**config.mk**
```make
export PLATFORM = sky130hd
export DESIGN_NAME = i2crf_top
export DESIGN_NICKNAME = d
export VERILOG_FILES = /design/src/rtl/i2crf_pkg.sv /design/src/rtl/i2crf_cond.sv /design/src/rtl/i2crf_link.sv /design/src/rtl/i2crf_regs.sv /design/src/rtl/i2crf_top.sv
export SDC_FILE = /design/constraint.sdc
export NUM_CORES = 1
export LEC_CHECK = 0
export BUFFER_PORTS_ARGS = -buffer_cell sky130_fd_sc_hd__buf_2
export CELL_PAD_IN_SITES_DETAIL_PLACEMENT = 2
export CELL_PAD_IN_SITES_GLOBAL_PLACEMENT = 2
export CORE_ASPECT_RATIO = 0.9
export CORE_MARGIN = 4
export CORE_UTILIZATION = 43
export DETAILED_ROUTE_END_ITERATION = 10
export GPL_TIMING_DRIVEN = 0
export PLACE_DENSITY_LB_ADDON = 0.1
export SLEW_MARGIN = 40
export SYNTH_ARGS = -nofsm -noshare
export SYNTH_HDL_FRONTEND = slang
export SYNTH_SLANG_ARGS = --single-unit
```
**constraint.sdc**
```tcl
create_clock -name clk -period 3.15 [get_ports clk]
set_input_delay 0.315 -clock clk [delete_from_list [all_inputs] [get_ports clk]]
set_output_delay 0.315 -clock clk [all_outputs]
set_load 0.05 [all_outputs]
```
**src/rtl/i2crf_pkg.sv**
```systemverilog
package i2crf_pkg;
  localparam int BYTE_W = 8;
  localparam int REG_W  = 16;
  localparam int IDX_W  = 8;
  localparam int ADR_W  = 7;

  localparam logic [IDX_W-1:0] IDX_ID   = 8'h00;
  localparam logic [IDX_W-1:0] IDX_CTRL = 8'h01;
  localparam logic [IDX_W-1:0] IDX_FMT  = 8'h10;
  localparam logic [IDX_W-1:0] IDX_STAT = 8'h30;

  localparam int CTRL_W = 4;
  localparam int FMT_W  = 3;

  typedef enum logic [2:0] {
    LK_IDLE, LK_RX, LK_ACKW, LK_ACK, LK_TX, LK_TXACK, LK_IGNORE
  } lk_state_e;

  typedef enum logic [2:0] {
    PH_ADDR, PH_INDEX, PH_LO, PH_HI, PH_EXTRA
  } phase_e;
endpackage

```
**src/rtl/i2crf_cond.sv**
```systemverilog
module i2crf_cond (
  input  logic clk,
  input  logic rst_n,
  input  logic scl_i,
  input  logic sda_i,
  output logic scl_rise,
  output logic scl_fall,
  output logic start_det,
  output logic stop_det
);
  logic scl_q, sda_q;

  always_ff @(posedge clk) begin
    if (!rst_n) begin
      scl_q <= 1'b1;
      sda_q <= 1'b1;
    end else begin
      scl_q <= scl_i;
      sda_q <= sda_i;
    end
  end

  assign scl_rise  = scl_i & ~scl_q;
  assign scl_fall  = ~scl_i & scl_q;
  assign start_det = scl_i & scl_q & sda_q & ~sda_i;
  assign stop_det  = scl_i & scl_q & ~sda_q & sda_i;
endmodule

```
**src/rtl/i2crf_link.sv**
```systemverilog
module i2crf_link
  import i2crf_pkg::*;
#(
  parameter logic [ADR_W-1:0] DEV_ADDR = 7'h44
) (
  input  logic             clk,
  input  logic             rst_n,
  input  logic             scl_rise,
  input  logic             scl_fall,
  input  logic             start_det,
  input  logic             stop_det,
  input  logic             sda_i,
  output logic             sda_pull,
  output logic             wr_en,
  output logic [IDX_W-1:0] wr_idx,
  output logic [REG_W-1:0] wr_data,
  output logic [IDX_W-1:0] rd_idx,
  input  logic [REG_W-1:0] rd_data
);
  lk_state_e         state;
  phase_e            phase;
  logic [3:0]        cnt;
  logic [BYTE_W-1:0] rx_sh, tx_sh, hi_hold, lo_q, idx_q;
  logic              rd_mode;
  logic [BYTE_W-1:0] rx_next;

  assign rx_next = {rx_sh[BYTE_W-2:0], sda_i};
  assign wr_idx  = idx_q;
  assign rd_idx  = idx_q;

  always_ff @(posedge clk) begin
    if (!rst_n) begin
      state    <= LK_IDLE;
      phase    <= PH_ADDR;
      cnt      <= '0;
      rx_sh    <= '0;
      tx_sh    <= '0;
      hi_hold  <= '0;
      lo_q     <= '0;
      idx_q    <= '0;
      rd_mode  <= 1'b0;
      sda_pull <= 1'b0;
      wr_en    <= 1'b0;
      wr_data  <= '0;
    end else begin
      wr_en <= 1'b0;
      if (start_det) begin
        state    <= LK_RX;
        phase    <= PH_ADDR;
        cnt      <= '0;
        sda_pull <= 1'b0;
      end else if (stop_det) begin
        state    <= LK_IDLE;
        sda_pull <= 1'b0;
      end else begin
        case (state)
          LK_RX: if (scl_rise) begin
            rx_sh <= rx_next;
            cnt   <= cnt + 4'd1;
            if (cnt == 4'd7) begin
              state <= LK_ACKW;
              case (phase)
                PH_ADDR: begin
                  rd_mode <= rx_next[0];
                  if (rx_next[BYTE_W-1:1] != DEV_ADDR) state <= LK_IGNORE;
                end
                PH_INDEX: idx_q <= rx_next;
                PH_LO:    lo_q  <= rx_next;
                PH_HI: begin
                  wr_en   <= 1'b1;
                  wr_data <= {rx_next, lo_q};
                end
                default: ;
              endcase
            end
          end
          LK_ACKW: if (scl_fall) begin
            sda_pull <= 1'b1;
            state    <= LK_ACK;
          end
          LK_ACK: if (scl_fall) begin
            sda_pull <= 1'b0;
            cnt      <= '0;
            state    <= LK_RX;
            case (phase)
              PH_ADDR:  phase <= PH_INDEX;
              PH_INDEX: begin
                if (rd_mode) begin
                  state    <= LK_TX;
                  phase    <= PH_LO;
                  tx_sh    <= rd_data[BYTE_W-1:0];
                  hi_hold  <= rd_data[REG_W-1:BYTE_W];
                  sda_pull <= ~rd_data[BYTE_W-1];
                end else begin
                  phase <= PH_LO;
                end
              end
              PH_LO:   phase <= PH_HI;
              default: phase <= PH_EXTRA;
            endcase
          end
          LK_TX: begin
            if (scl_rise) cnt <= cnt + 4'd1;
            if (scl_fall) begin
              if (cnt == 4'd8) begin
                sda_pull <= 1'b0;
                state    <= LK_TXACK;
              end else begin
                tx_sh    <= {tx_sh[BYTE_W-2:0], 1'b0};
                sda_pull <= ~tx_sh[BYTE_W-2];
              end
            end
          end
          LK_TXACK: if (scl_fall) begin
            cnt <= '0;
            if (phase == PH_LO) begin
              phase    <= PH_HI;
              state    <= LK_TX;
              tx_sh    <= hi_hold;
              sda_pull <= ~hi_hold[BYTE_W-1];
            end else begin
              state    <= LK_IGNORE;
              sda_pull <= 1'b0;
            end
          end
          default: ;
        endcase
      end
    end
  end

  // a foreign or finished transaction leaves SDA alone
  assert_foreign_quiet_R1: assert property (@(posedge clk) disable iff (!rst_n)
    (state == LK_IGNORE) |-> !sda_pull);
  // STOP always brings the link back to idle with SDA released
  assert_stop_idle_R11: assert property (@(posedge clk) disable iff (!rst_n)
    stop_det |=> (state == LK_IDLE && !sda_pull));
  // a register commit is a single-cycle pulse
  assert_commit_pulse_R2: assert property (@(posedge clk) disable iff (!rst_n)
    wr_en |=> !wr_en);
  // a transmitted bit does not change on the SCL rising edge
  assert_tx_hold_R3: assert property (@(posedge clk) disable iff (!rst_n)
    (scl_rise && state == LK_TX) |=> $stable(sda_pull));
endmodule

```
**src/rtl/i2crf_regs.sv**
```systemverilog
module i2crf_regs
  import i2crf_pkg::*;
#(
  parameter logic [ADR_W-1:0] DEV_ADDR = 7'h44,
  parameter logic [IDX_W-1:0] GEN_BASE = 8'h40,
  parameter int               GEN_NUM  = 4
) (
  input  logic              clk,
  input  logic              rst_n,
  input  logic              wr_en,
  input  logic [IDX_W-1:0]  wr_idx,
  input  logic [REG_W-1:0]  wr_data,
  input  logic [IDX_W-1:0]  rd_idx,
  output logic [REG_W-1:0]  rd_data,
  input  logic              panel_busy,
  output logic [CTRL_W-1:0] ctrl_o,
  output logic [FMT_W-1:0]  fmt_o
);
  logic [CTRL_W-1:0]             ctrl_q;
  logic [FMT_W-1:0]              fmt_q;
  logic [GEN_NUM-1:0][REG_W-1:0] gen_flat;

  always_ff @(posedge clk) begin
    if (!rst_n) begin
      ctrl_q <= '0;
      fmt_q  <= '0;
    end else if (wr_en) begin
      if (wr_idx == IDX_CTRL)
        ctrl_q <= {wr_data[3], wr_data[2] & ~wr_data[1], wr_data[1:0]};
      if (wr_idx == IDX_FMT)
        fmt_q <= wr_data[4:2];
    end
  end

  for (genvar g = 0; g < GEN_NUM; g++) begin : g_slot
    localparam logic [IDX_W-1:0] SLOT = GEN_BASE + IDX_W'(g);
    logic [REG_W-1:0] q;
    always_ff @(posedge clk) begin
      if (!rst_n)                           q <= '0;
      else if (wr_en && wr_idx == SLOT)     q <= wr_data;
    end
    assign gen_flat[g] = q;
  end

  always_comb begin
    rd_data = '0;
    if (rd_idx == IDX_ID)        rd_data = {{(REG_W-ADR_W){1'b0}}, DEV_ADDR};
    else if (rd_idx == IDX_CTRL) rd_data = {{(REG_W-CTRL_W){1'b0}}, ctrl_q};
    else if (rd_idx == IDX_FMT)  rd_data = {{(REG_W-FMT_W-2){1'b0}}, fmt_q, 2'b00};
    else if (rd_idx == IDX_STAT) rd_data = {panel_busy, {(REG_W-1){1'b0}}};
    for (int g = 0; g < GEN_NUM; g++)
      if (rd_idx == GEN_BASE + IDX_W'(g)) rd_data = gen_flat[g];
  end

  assign ctrl_o = ctrl_q;
  assign fmt_o  = fmt_q;

  // the stored LCD enable is never set together with bypass
  assert_lcd_refused_R6: assert property (@(posedge clk) disable iff (!rst_n)
    ctrl_q[1] |-> !ctrl_q[2]);
  // the control bits move only on a write addressed to them
  assert_ctrl_write_only_R5: assert property (@(posedge clk) disable iff (!rst_n)
    !(wr_en && wr_idx == IDX_CTRL) |=> $stable(ctrl_q));
endmodule

```
**src/rtl/i2crf_top.sv**
```systemverilog
module i2crf_top
  import i2crf_pkg::*;
#(
  parameter logic [ADR_W-1:0] DEV_ADDR = 7'h44,
  parameter logic [IDX_W-1:0] GEN_BASE = 8'h40,
  parameter int               GEN_NUM  = 4
) (
  input  logic       clk,
  input  logic       rst_n,
  input  logic       scl_i,
  input  logic       sda_i,
  output logic       sda_pull_o,
  input  logic       panel_busy_i,
  output logic       pclk_en_o,
  output logic       bypass_en_o,
  output logic       lcd_en_o,
  output logic       fit_en_o,
  output logic       lvds_sel_o,
  output logic [1:0] if_fmt_o
);
  logic             scl_rise, scl_fall, start_det, stop_det;
  logic             wr_en;
  logic [IDX_W-1:0] wr_idx, rd_idx;
  logic [REG_W-1:0] wr_data, rd_data;
  logic [CTRL_W-1:0] ctrl;
  logic [FMT_W-1:0]  fmt;

  i2crf_cond u_cond (
    .clk(clk), .rst_n(rst_n), .scl_i(scl_i), .sda_i(sda_i),
    .scl_rise(scl_rise), .scl_fall(scl_fall),
    .start_det(start_det), .stop_det(stop_det)
  );

  i2crf_link #(.DEV_ADDR(DEV_ADDR)) u_link (
    .clk(clk), .rst_n(rst_n), .scl_rise(scl_rise), .scl_fall(scl_fall),
    .start_det(start_det), .stop_det(stop_det), .sda_i(sda_i),
    .sda_pull(sda_pull_o), .wr_en(wr_en), .wr_idx(wr_idx),
    .wr_data(wr_data), .rd_idx(rd_idx), .rd_data(rd_data)
  );

  i2crf_regs #(.DEV_ADDR(DEV_ADDR), .GEN_BASE(GEN_BASE), .GEN_NUM(GEN_NUM)) u_regs (
    .clk(clk), .rst_n(rst_n), .wr_en(wr_en), .wr_idx(wr_idx),
    .wr_data(wr_data), .rd_idx(rd_idx), .rd_data(rd_data),
    .panel_busy(panel_busy_i), .ctrl_o(ctrl), .fmt_o(fmt)
  );

  assign pclk_en_o   = ctrl[0];
  assign bypass_en_o = ctrl[1];
  assign lcd_en_o    = ctrl[2];
  assign fit_en_o    = ctrl[3];
  assign lvds_sel_o  = fmt[2];
  assign if_fmt_o    = fmt[1:0];
endmodule

```
==> results of run 1 <==
## synth_stat cells (3+ instances only)
cell type | count | area, sq um
sky130_fd_sc_hd__a21boi_0 | 51 | 382.9
sky130_fd_sc_hd__a21boi_1 | 4 | 30.03
sky130_fd_sc_hd__a21oi_1 | 13 | 65.06
sky130_fd_sc_hd__a2bb2oi_1 | 3 | 26.28
sky130_fd_sc_hd__a31oi_1 | 9 | 56.30
sky130_fd_sc_hd__and2_1 | 9 | 56.30
sky130_fd_sc_hd__and3_1 | 6 | 37.54
sky130_fd_sc_hd__buf_2 | 15 | 75.07
sky130_fd_sc_hd__buf_6 | 3 | 33.78
sky130_fd_sc_hd__clkbuf_1 | 30 | 112.6
sky130_fd_sc_hd__dfxtp_1 | 140 | 2803
sky130_fd_sc_hd__inv_1 | 7 | 26.28
sky130_fd_sc_hd__mux2_2 | 5 | 56.30
sky130_fd_sc_hd__mux2i_1 | 63 | 630.6
sky130_fd_sc_hd__mux4_2 | 8 | 180.2
sky130_fd_sc_hd__nand2_1 | 127 | 476.7
sky130_fd_sc_hd__nand2b_1 | 10 | 62.56
sky130_fd_sc_hd__nand3_1 | 11 | 55.05
sky130_fd_sc_hd__nand3b_1 | 4 | 30.03
sky130_fd_sc_hd__nand4_1 | 5 | 31.28
sky130_fd_sc_hd__nor2_1 | 24 | 90.09
sky130_fd_sc_hd__nor2b_1 | 60 | 375.4
sky130_fd_sc_hd__nor3_1 | 6 | 30.03
sky130_fd_sc_hd__nor3b_1 | 3 | 22.52
sky130_fd_sc_hd__o211a_1 | 3 | 30.03
sky130_fd_sc_hd__o211ai_1 | 4 | 30.03
sky130_fd_sc_hd__o21a_1 | 3 | 22.52
sky130_fd_sc_hd__o21ai_0 | 29 | 145.1
sky130_fd_sc_hd__o21ai_1 | 7 | 35.03
sky130_fd_sc_hd__o22ai_1 | 3 | 18.77
sky130_fd_sc_hd__o31ai_1 | 3 | 22.52
sky130_fd_sc_hd__or3_1 | 4 | 25.02
## worst register-to-register path, cell delays in order (launching register included)
cell	delay (ns)
sky130_fd_sc_hd__dfxtp_1	0.32
sky130_fd_sc_hd__clkbuf_1	0.40
sky130_fd_sc_hd__buf_2	0.40
sky130_fd_sc_hd__nand3_1	0.26
sky130_fd_sc_hd__nor3b_2	0.61
sky130_fd_sc_hd__buf_2	0.37
sky130_fd_sc_hd__nand2_1	0.09
sky130_fd_sc_hd__a21boi_0	0.32
## routing by layer
metal / share of wire (%) / up-vias / GRT usage [%]
met5: 0 / - / 0
met2: 49 / 138 / 50.56
met4: 2.9 / 0 / 10.74
met1: 44 / 2901 / 38.62
li1: - / 2542 / -
met3: 4.2 / 53 / 6.139
## layout make-up
class,count,area [sq um],share of cell area [%]
inverters,7,26.28,0.3579
clock buffers,19,452.9,6.170
clock inverters,13,106.4,1.449
plain buffers,52,254.0,3.460
multi-input cells,516,3401,46.33
well taps,198,247.7,3.375
flip-flops and latches,140,2803,38.18
repair buffers,10,50.05,0.6818
## per-stage QoR
stage / util, % / std cells / area [sq um] / hold WS, ns / setup slack (ns)
global placement: 46.05 / 923 / 6775 / 0.4398 / 0.5470
detailed placement: 46.09 / 923 / 6782 / 0.4522 / 0.4172
CTS: 49.89 / 955 / 7341 / 0.2386 / 0.2604
floorplan: - / 715 / 6477 / 0.4275 / 1.181
global route: 49.89 / 955 / 7341 / 0.2559 / 0.1221
finish: 49.89 / 955 / 7341 / 0.2464 / 0.2608
## flip-flops by register name (all words and copies together), names as in the netlist, 4 cells and up
| signal | cells |
|---|---|
| u_regs.g_slot.q | 64 |
| u_link.wr_data | 16 |
| u_link.lo_q | 8 |
| u_regs.ctrl_o | 4 |
| u_link.rx_sh | 7 |
| u_link.hi_hold | 8 |
| u_link.cnt | 4 |
| u_link.tx_sh | 7 |
| u_link.rd_idx | 8 |
## cells by family after synthesis
kind of cell,Yosys count,synth area share (%)
muxes,76,13.39
xor gates and xnor gates,4,0.5410
adders and majority gates,2,0.3863
and+or+nand+nor,289,22.97
buffers and inverters,59,4.327
AOI/OAI and AO/OA,145,15.12
DFF,140,43.27
## power by group through the flow
stage / registers (mW) / logic (mW) / clock network, mW
6_report: 1.78 / 0.105 / 1.93
5_1_grt: 1.78 / 0.111 / 2.04
2_1_floorplan: 1.82 / 0.0644 / 0
4_1_cts: 1.78 / 0.104 / 1.95
3_3_place_gp: 1.82 / 0.0975 / 0
3_5_place_dp: 1.82 / 0.102 / 0
## worst max path at each step
stage          cells after the start                                  to  slack (ns)                           from
6_report                           7  u_regs.g_slot[2].q[5]$_SDFFE_PN0P_        0.26  u_link.rd_idx[1]$_SDFFE_PN0P_
5_1_grt                            7  u_regs.g_slot[2].q[5]$_SDFFE_PN0P_        0.12  u_link.rd_idx[1]$_SDFFE_PN0P_
4_1_cts                            7  u_regs.g_slot[2].q[5]$_SDFFE_PN0P_        0.26  u_link.rd_idx[1]$_SDFFE_PN0P_
3_5_place_dp                       8        u_link.tx_sh[1]$_SDFFE_PN0P_        0.42  u_link.rd_idx[1]$_SDFFE_PN0P_
3_3_place_gp                       8        u_link.tx_sh[1]$_SDFFE_PN0P_        0.55  u_link.rd_idx[1]$_SDFFE_PN0P_
2_1_floorplan                     10     u_link.wr_data[10]$_SDFFE_PN0P_        1.18   u_link.state[2]$_SDFFE_PP0P_
==> flow_summary_export.csv, run 1 <==
group,metric,value,unit
die,floorplan.initialDensity,44.02,%
clocking,cts-buffers-inserted,17,
route,detailedRoute.firstIterationViolations,409,
placement,port-buffer-count,10,
die,die_h,124.4,um
synthesis,synth-main-ff-cell,"sky130_fd_sc_hd__dfxtp_1",
clocking,clkTransAtPathRegs,0.06,ns
pwr,clock_power_share,50.6,%
sta,hold_viol,0,
grt,grt_antenna_before_repair,0,
worst_setup_path,cell_family_with_the_largest_share_of_critical_path_delay,"buffers and inverters",
worst_setup_path,timing.setup.critical_path_class,"flop to flop",
synthesis,synth.yosys.warnings,0,
worst_setup_path,critical_path.reg2reg.startpoint,"u_link.rd_idx[1]$_SDFFE_PN0P_",
status,outcome,"finished clean",
synthesis,sequential_element_share_of_the_synthesized_area,43.27,%
clocking,tritoncts,"built",
pwr,power.share.switching,24.70,%
worst_setup_path,setup.worst_path.end_class,"flop",
worst_setup_path,cp_cell_sequence,"clkbuf_1 > buf_2 > nand3_1 > nor3b_2 > buf_2 > nand2_1 > a21boi_0",
worst_setup_path,timing.critical_path.fanout_max,10,
min_path,min_delay_worst_endpoint,"u_cond.scl_q$_SDFF_PN1_",
worst_setup_path,reg2reg_setup_slack,0.26,ns
sta,post-route-period-util,91.72,%
grt,grt_first_pass_wirelength,38300,um
sta,worst_clock_skew,0.01026,ns
layout,layout_common_cells,"sky130_fd_sc_hd__dfxtp_1, sky130_fd_sc_hd__nand2_1, sky130_fd_sc_hd__mux2i_1, sky130_fd_sc_hd__nor2b_1, sky130_fd_sc_hd__a21boi_0",
route,remaining_drc_errors,0,
route,drtAntennaViolNets,0,
pwr,power.total,3.817,mW
pwr,worst_ir_drop_vdd,382.3,uV
sta,setup_viol_count_final,0,
worst_setup_path,critPathMostFrequentCell,"sky130_fd_sc_hd__buf_2",
die,design.portCount,13,
synthesis,number_of_cells_produced_by_synthesis,715,
sta,rsz0062_at_grt,"no",
pwr,pwr-share-seq,46.6,%
worst_setup_path,cp-start-kind,"flop",
sta,worst_slew_margin_rel,43.69,%
synthesis,ys_async_sr_fraction,0,%
clocking,clockBufferDepth,2,
clocking,cts.repair.resized,0,
die,placeableCoreArea,14710,sq um
worst_setup_path,cp.arrival,3.21,ns
synthesis,yosys_register_bits,140,
worst_setup_path,crit_required,3.47,ns
synthesis,synth_enable_flop_cells,0,
worst_setup_path,reg2regPathDepth,7,
sta,finalWorstPathRequiredPeriod,2.889,ns
layout,fin_nets,751,
synthesis,syn_area,6477,sq um
pwr,p_int,2.874,mW
synthesis,syn_nets,722,
route,route.final.wire_length,24770,um
layout,filler_cell_count,1609,
route,post_drt_wl_per_cell,25.93,um
worst_setup_path,regToRegEndpoint,"u_regs.g_slot[2].q[5]$_SDFFE_PN0P_",
clocking,cts_root_buffer,"sky130_fd_sc_hd__clkbuf_16",
clocking,cts.hold.buffers_added,0,
pwr,static_leak,2.516,nW
die,chipWidth,137.4,um
clocking,htree_levels,4,
layout,insertedDiodeCount,0,
grt,grt_start_max_net_pins,17,
die,floorplan.die_area,17090,sq um
route,drt_pass1_iterations,4,
min_path,holdCritStartpoint,"scl_i",
synthesis,yosys.cell_types.count,61,
die,core.rowCount,42,
sta,totalNegativeSetupSlack,0,ns
worst_setup_path,critPathSlowestCell,"sky130_fd_sc_hd__nor3b_2",
job,drv_cap,0,
worst_setup_path,critical_path.max_stage_delay,0.61,ns
route,vias_per_cell,5.899,
pwr,power_switching,0.9430,mW
sta,final-max-slew-violation-count,0,
clocking,post_cts_buffers,0,
placement,dp.final_hpwl,16860,um
layout,layout.cells.most_common,"sky130_fd_sc_hd__dfxtp_1",
clocking,clkLatencyLatePin,0.44,ns
grt,globalRoute.totalOverflow,0,
min_path,worst_hold_path.num_cells,2,
grt,grt_util_all_layers,30.32,%
pwr,power_density,520.0,nW/um^2
layout,drive_above_1_share,11.89,%
route,num_vias,5634,
placement,routability_congestion_estimate,0.9001,
worst_setup_path,crit_buf_inv,3,
clocking,cts_num_sinks,140,
synthesis,synth.avg_cell_area,9.059,sq um
layout,areaGrowthSynthToFinish,13.33,%
grt,first_global_vias,6272,
pwr,combinationalPowerShare,2.7,%
sta,tightestPinTransition,0.8416,ns
sta,fmaxAchievable,0.3461,GHz
min_path,hp-class,"input pin to flop",
(Power assumes the default switching activity.)
==> run 2, diff against run 1 <==
--- a/config.mk
+++ b/config.mk
@@ -14,6 +14,7 @@
 export DETAILED_ROUTE_END_ITERATION = 10
 export GPL_TIMING_DRIVEN = 0
 export PLACE_DENSITY_LB_ADDON = 0.1
+export RECOVER_POWER = 50
 export SLEW_MARGIN = 40
 export SYNTH_ARGS = -nofsm -noshare
 export SYNTH_HDL_FRONTEND = slang
==> flow_summary_export.csv, run 2 (same netlist as run 1, synthesis figures left out) <==
group,metric,value,unit
pwr,worst_ir_drop_vdd,388.9,uV
placement,placement.setup.worst_slack,0.4172,ns
sta,final_worst_path_setup_slack,0.1698,ns
clocking,clkLatencyLatePin,0.45,ns
worst_setup_path,cp-start-kind,"flop",
die,design.portCount,13,
die,floorplan.initialDensity,44.02,%
layout,layout_common_cells,"sky130_fd_sc_hd__dfxtp_1, sky130_fd_sc_hd__nand2_1, sky130_fd_sc_hd__mux2i_1, sky130_fd_sc_hd__nor2b_1, sky130_fd_sc_hd__a21boi_0",
clocking,cts_num_sinks,140,
layout,largest_register_ff_count,64,
route,post_drt_wl_per_cell,25.93,um
sta,worst_clock_skew,0.01111,ns
route,drt_pass1_iterations,5,
worst_setup_path,cp.arrival,3.30,ns
layout,final_instance_area,7287,sq um
pwr,power_density,524.1,nW/um^2
clocking,clockBufferDepth,2,
route,detailedRoute.firstIterationViolations,410,
clocking,htree_levels,4,
sta,setup_viol_count_final,0,
pwr,power.total,3.819,mW
worst_setup_path,timing.setup.critical_path_class,"flop to flop",
route,num_vias,5640,
placement,routability_congestion_estimate,0.9001,
job,drv_cap,0,
sta,tightestPinTransition,1.066,ns
worst_setup_path,critPathMostFrequentCell,"sky130_fd_sc_hd__buf_2",
placement,port-buffer-count,10,
placement,dp.final_hpwl,16860,um
die,placeableCoreArea,14710,sq um
worst_setup_path,critPathSlowestCell,"sky130_fd_sc_hd__nor3b_2",
grt,grt_antenna_before_repair,0,
grt,first_global_vias,6272,
clocking,cts.repair.resized,0,
layout,utilization,49.52,%
layout,largest_registers,"u_regs.g_slot.q: 64 flops, u_link.wr_data: 16 flops",
worst_setup_path,critical_path.max_stage_delay,0.62,ns
sta,totalNegativeSetupSlack,0,ns
layout,layout.cells.most_common,"sky130_fd_sc_hd__dfxtp_1",
placement,postPlaceCellArea,6782,sq um
sta,finalWorstPathRequiredPeriod,2.980,ns
pwr,static_leak,2.460,nW
die,die_h,124.4,um
sta,rsz0062_at_grt,"no",
grt,grt_first_pass_wirelength,38300,um
sta,post-route-period-util,94.61,%
clocking,cts-buffers-inserted,17,
layout,fin_nets,751,
grt,grt_util_all_layers,30.32,%
die,floorplan.die_area,17090,sq um
clocking,post_cts_buffers,0,
sta,final-max-slew-violation-count,0,
layout,areaGrowthSynthToFinish,12.50,%
min_path,hp-class,"input pin to flop",
grt,globalRoute.totalOverflow,0,
clocking,cts_root_buffer,"sky130_fd_sc_hd__clkbuf_16",
sta,hold_viol,0,
worst_setup_path,timing.critical_path.fanout_max,10,
worst_setup_path,setup.worst_path.end_class,"flop",
layout,drive_above_1_share,9.247,%
clocking,tritoncts,"built",
sta,fmaxAchievable,0.3356,GHz
clocking,clkTransAtPathRegs,0.06,ns
worst_setup_path,crit_required,3.47,ns
clocking,cts.hold.buffers_added,0,
route,drtAntennaViolNets,0,
die,core.rowCount,42,
sta,worst_slew_margin_rel,28.64,%
die,chipWidth,137.4,um
route,vias_per_cell,5.900,
layout,regMostFlops,"u_regs.g_slot.q",
status,outcome,"finished clean",
worst_setup_path,cp_cell_sequence,"nor4b_1 > buf_2 > nand3_1 > nor3b_2 > buf_2 > nand2_1 > a21boi_0",
grt,grt_start_max_net_pins,17,
route,route.final.wire_length,24790,um
route,remaining_drc_errors,0,
run 2: changes by cell type in the layout (fill, tap and decap cells not counted), moves of 2 or more:
cell	change
sky130_fd_sc_hd__clkbuf_1	+16
sky130_fd_sc_hd__buf_2	-13
sky130_fd_sc_hd__nor2_1	+2
sky130_fd_sc_hd__nor2_4	-2
run 2: worst paths after layout:
| kind | to | start | cells past startpoint | slack [ns] |
|---|---|---|---|---|
| hold reg to reg | u_regs.g_slot[2].q[8]$_SDFFE_PN0P_ | u_regs.g_slot[2].q[8]$_SDFFE_PN0P_ | 2 | 0.46 |
| setup reg to reg | u_regs.g_slot[2].q[5]$_SDFFE_PN0P_ | u_link.rd_idx[6]$_SDFFE_PN0P_ | 7 | 0.17 |
| setup / recovery | u_regs.g_slot[2].q[5]$_SDFFE_PN0P_ | u_link.rd_idx[6]$_SDFFE_PN0P_ | 7 | 0.17 |
| hold / removal | u_cond.scl_q$_SDFF_PN1_ | scl_i | 2 | 0.24 |
run 2: cell type report:
class,instances,area (sq um)
Multi-Input combinational cell,516,3369
Clock buffer,19,452.9
Antenna cell,1,2.502
Timing Repair Buffer,10,38.79
Buffer,52,240.2
Fill cell,1620,7427
Clock inverter,13,106.4
Tap cell,198,247.7
Inverter,7,26.28
Sequential cell,140,2803
run 2: metrics by stage:
step | hold slack [ns] | std cells
detailed placement | 0.4522 | 923
floorplan | 0.4275 | 715
finish | 0.2389 | 956
CTS | 0.2386 | 955
global placement | 0.4398 | 923
global route | 0.2559 | 955
run 2: power by group:
group / internal [mW] / switching, mW / total [mW] / leakage, nW
Clock: 1.06 / 0.872 / 1.93 / 0.268
Sequential: 1.77 / 0.00638 / 1.78 / 1.13
Combinational: 0.0366 / 0.0675 / 0.104 / 1.06
Total: 2.87 / 0.945 / 3.82 / 2.46
run 2: critical path: cells and delay by family (launching register included):
| kind | cells | cell delay, ns |
|---|---|---|
| compound gates | 1 | 0.33 |
| buf+inv | 2 | 0.68 |
| flops | 1 | 0.46 |
| simple gates | 4 | 1.38 |
run 2: layer usage:
layer  wire [um]  vias to the layer above  GRT usage (%)
li1            -                     2544              -
met3        1094                       54          6.139
met1       10720                     2896          38.62
met2       12260                      146          50.56
met4         717                        0          10.74
met5           0                        -              0
==> run 3, diff against run 2 <==
--- a/config.mk
+++ b/config.mk
@@ -5,12 +5,13 @@
 export SDC_FILE = /design/constraint.sdc
 export NUM_CORES = 1
 export LEC_CHECK = 0
+export ABC_AREA = 1
 export BUFFER_PORTS_ARGS = -buffer_cell sky130_fd_sc_hd__buf_2
 export CELL_PAD_IN_SITES_DETAIL_PLACEMENT = 2
 export CELL_PAD_IN_SITES_GLOBAL_PLACEMENT = 2
 export CORE_ASPECT_RATIO = 0.9
 export CORE_MARGIN = 4
-export CORE_UTILIZATION = 43
+export CORE_UTILIZATION = 40
 export DETAILED_ROUTE_END_ITERATION = 10
 export GPL_TIMING_DRIVEN = 0
 export PLACE_DENSITY_LB_ADDON = 0.1
==> flow_summary_export.csv, run 3 <==
group,metric,value,unit
synthesis,synth_area_leaders,"sky130_fd_sc_hd__dfxtp_1, sky130_fd_sc_hd__nand2_1, sky130_fd_sc_hd__a21oi_1",
synthesis,synth_enable_flop_cells,0,
layout,layout_common_cells,"sky130_fd_sc_hd__nand2_1, sky130_fd_sc_hd__dfxtp_1, sky130_fd_sc_hd__nor2_1, sky130_fd_sc_hd__a21oi_1",
pwr,worst_ir_drop_vdd,381.6,uV
sta,tightestPinTransition,0.7841,ns
synthesis,synth.cells.most_frequent,"sky130_fd_sc_hd__dfxtp_1, sky130_fd_sc_hd__nand2_1, sky130_fd_sc_hd__nor2_1, sky130_fd_sc_hd__a21oi_1",
clocking,clockBufferDepth,2,
layout,filler_cell_count,1781,
route,remaining_drc_errors,0,
route,drt_pass1_iterations,4,
clocking,cts.repair.resized,0,
min_path,holdCritStartpoint,"scl_i",
synthesis,synth.yosys.warnings,0,
grt,globalRoute.totalOverflow,0,
synthesis,yosys_register_bits,140,
sta,worst_clock_skew,0.009254,ns
grt,grt_first_pass_wirelength,40400,um
sta,hold_viol,0,
pwr,p_int,3.256,mW
route,drtAntennaViolNets,0,
min_path,hp-class,"input pin to flop",
route,route.final.wire_length,25980,um
grt,grt_start_max_net_pins,17,
pwr,combinationalPowerShare,8.4,%
placement,placement.setup.worst_slack,1.115,ns
synthesis,syn_area,6321,sq um
clocking,htree_levels,4,
clocking,cts-buffers-inserted,17,
worst_setup_path,timing.setup.critical_path_class,"flop to flop",
worst_setup_path,regToRegEndpoint,"u_regs.g_slot[0].q[1]$_SDFFE_PN0P_",
grt,first_global_vias,6843,
worst_setup_path,reg2reg_setup_slack,0.65,ns
route,detailedRoute.firstIterationViolations,369,
die,die_h,127.3,um
worst_setup_path,critPathMostFrequentCell,"sky130_fd_sc_hd__nor2_1",
synthesis,synth.avg_cell_area,7.552,sq um
sta,totalNegativeSetupSlack,0,ns
clocking,cts.hold.buffers_added,0,
synthesis,number_of_cells_produced_by_synthesis,837,
worst_setup_path,cp_cell_sequence,"nor2_1 > nand3_1 > nor2_1 > nand2_1 > inv_1 > o21ai_0 > a21oi_1",
clocking,clkTransAtPathRegs,0.06,ns
sta,final-max-slew-violation-count,0,
clocking,clkLatencyLatePin,0.43,ns
worst_setup_path,critical_path.reg2reg.startpoint,"u_link.rd_idx[3]$_SDFFE_PN0P_",
layout,largest_register_ff_count,64,
die,core.rowCount,43,
sta,final_worst_path_setup_slack,0.6458,ns
worst_setup_path,timing.critical_path.fanout_max,8,
synthesis,synth-main-ff-cell,"sky130_fd_sc_hd__dfxtp_1",
die,chipWidth,140.5,um
synthesis,synth.top_cell.area_share,44.34,%
worst_setup_path,setup.worst_path.end_class,"flop",
synthesis,ys_async_sr_fraction,0,%
synthesis,yosys.cell_types.count,42,
worst_setup_path,cp.arrival,2.84,ns
placement,routability_congestion_estimate,0.9106,
min_path,worst_hold_path.num_cells,3,
sta,rsz0062_at_grt,"no",
pwr,pwr-share-seq,42.8,%
sta,finalWorstPathRequiredPeriod,2.504,ns
layout,utilization,45.66,%
pwr,clock_power_share,48.8,%
sta,post-route-period-util,79.50,%
route,post_drt_wl_per_cell,24.01,um
grt,grt_antenna_before_repair,0,
status,outcome,"finished clean",
grt,grt_util_all_layers,29.76,%
die,placeableCoreArea,15440,sq um
route,num_vias,6198,
job,drv_cap,0,
layout,largest_registers,"u_regs.g_slot.q: 64 flops, u_link.wr_data: 16 flops",
min_path,min_delay_worst_endpoint,"u_cond.scl_q$_SDFF_PN1_",
worst_setup_path,crit_required,3.49,ns
pwr,power_density,615.5,nW/um^2
layout,fin_nets,875,
synthesis,syn_nets,844,
clocking,cts_root_buffer,"sky130_fd_sc_hd__clkbuf_16",
die,floorplan.initialDensity,40.94,%
synthesis,synth_largest_area_cell,"sky130_fd_sc_hd__dfxtp_1",
layout,regMostFlops,"u_regs.g_slot.q",
synthesis,sequential_element_share_of_the_synthesized_area,44.34,%
layout,drive_above_1_share,9.318,%
die,floorplan.die_area,17880,sq um
layout,insertedDiodeCount,0,
pwr,power_switching,1.084,mW
clocking,cts_num_sinks,140,
clocking,post_cts_buffers,0,
placement,port-buffer-count,12,
layout,areaGrowthSynthToFinish,11.54,%
pwr,power.share.switching,24.97,%
worst_setup_path,critPathSlowestCell,"sky130_fd_sc_hd__nor2_1",
clocking,tritoncts,"built",
route,vias_per_cell,5.728,
sta,worst_slew_margin_rel,47.72,%
sta,setup_viol_count_final,0,
sta,fmaxAchievable,0.3993,GHz
worst_setup_path,cp-start-kind,"flop",
worst_setup_path,reg2regPathDepth,7,
placement,dp.final_hpwl,17920,um
die,design.portCount,13,
synthesis,post-synth-top-count-cell,"sky130_fd_sc_hd__dfxtp_1",
pwr,static_leak,2.627,nW
worst_setup_path,critical_path.max_stage_delay,0.53,ns
run 3: changes by cell type after synthesis, moves of 51 or more:
| cell | before | now |
|---|---|---|
| sky130_fd_sc_hd__mux2i_1 | 63 | 1 |
| sky130_fd_sc_hd__nor2b_1 | 60 | 0 |
| sky130_fd_sc_hd__a21oi_1 | 13 | 95 |
| sky130_fd_sc_hd__inv_1 | 7 | 59 |
| sky130_fd_sc_hd__nand3_1 | 11 | 69 |
| sky130_fd_sc_hd__nor2_1 | 24 | 109 |
| sky130_fd_sc_hd__a21boi_0 | 51 | 0 |
run 3: worst max-delay path by stage:
stage,start,to,slack [ns],cells past startpoint
4_1_cts,u_link.rd_idx[5]$_SDFFE_PN0P_,u_link.tx_sh[4]$_SDFFE_PN0P_,1.09,8
3_5_place_dp,rst_n,u_regs.ctrl_o[3]$_SDFFE_PN0P_,1.12,5
6_report,u_link.rd_idx[3]$_SDFFE_PN0P_,u_regs.g_slot[0].q[1]$_SDFFE_PN0P_,0.65,7
2_1_floorplan,u_link.rd_idx[5]$_SDFFE_PN0P_,u_regs.g_slot[3].q[10]$_SDFFE_PN0P_,1.75,9
3_3_place_gp,rst_n,u_regs.fmt_o[2]$_SDFFE_PN0P_,1.19,5
5_1_grt,u_link.rd_idx[5]$_SDFFE_PN0P_,u_regs.g_slot[2].q[5]$_SDFFE_PN0P_,0.49,9
run 3: power by group through the flow:
stage	sequential (mW)	combinational, mW	clock, mW
floorplan	1.89	0.275	0
global placement	1.89	0.366	0
detailed placement	1.90	0.391	0
CTS	1.86	0.402	2.13
global route	1.86	0.411	2.22
finish	1.86	0.366	2.12
run 3: per-layer routing:
| metal | track usage [%] | wire length, um |
|---|---|---|
| met5 | 0 | 0 |
| met4 | 12.25 | 914 |
| met3 | 4.528 | 806 |
| met2 | 51.04 | 12680 |
| met1 | 37.51 | 11580 |
run 3: logic make-up (layout without fill, tap and decap cells):
| group | count (synthesis) | after routing | synth area share [%] |
|---|---|---|---|
| AO/OA/AOI/OAI | 213 | 213 | 19.52 |
| XOR/XNOR | 1 | 1 | 0.1386 |
| adder cells (fa/ha/maj) | 2 | 2 | 0.3958 |
| buffers and inverters | 114 | 157 | 8.214 |
| flip-flops | 140 | 140 | 44.34 |
| multiplexers | 1 | 1 | 0.1584 |
| AND/OR/NAND/NOR | 366 | 366 | 27.24 |
run 3: critical path, delay by kind of cell (launching register included):
| family | cells | cell delay (ns) |
|---|---|---|
| DFF | 1 | 0.32 |
| and+or+nand+nor | 4 | 1.36 |
| AOI/OAI and AO/OA | 2 | 0.39 |
| buffers and inverters | 1 | 0.33 |
run 3: stage by stage:
stage,hold WS [ns],total power [mW],area (sq um),instances
CTS,0.1574,4.392,7246,1082
finish,0.1660,4.340,7051,1082
floorplan,0.4235,2.168,6321,837
detailed placement,0.4508,2.287,6634,1051
global route,0.1717,4.496,7051,1082
global placement,0.4357,2.258,6634,1051
run 3: cell type report:
type	instances	area, sq um	share of cell area, %
Timing Repair Buffer	12	48.80	0.6921
Buffer	39	198.9	2.822
Tap cell	202	252.7	3.585
Inverter	75	285.3	4.046
Multi-Input combinational cell	583	2850	40.43
Clock buffer	24	501.7	7.116
Clock inverter	7	110.1	1.562
Sequential cell	140	2803	39.75
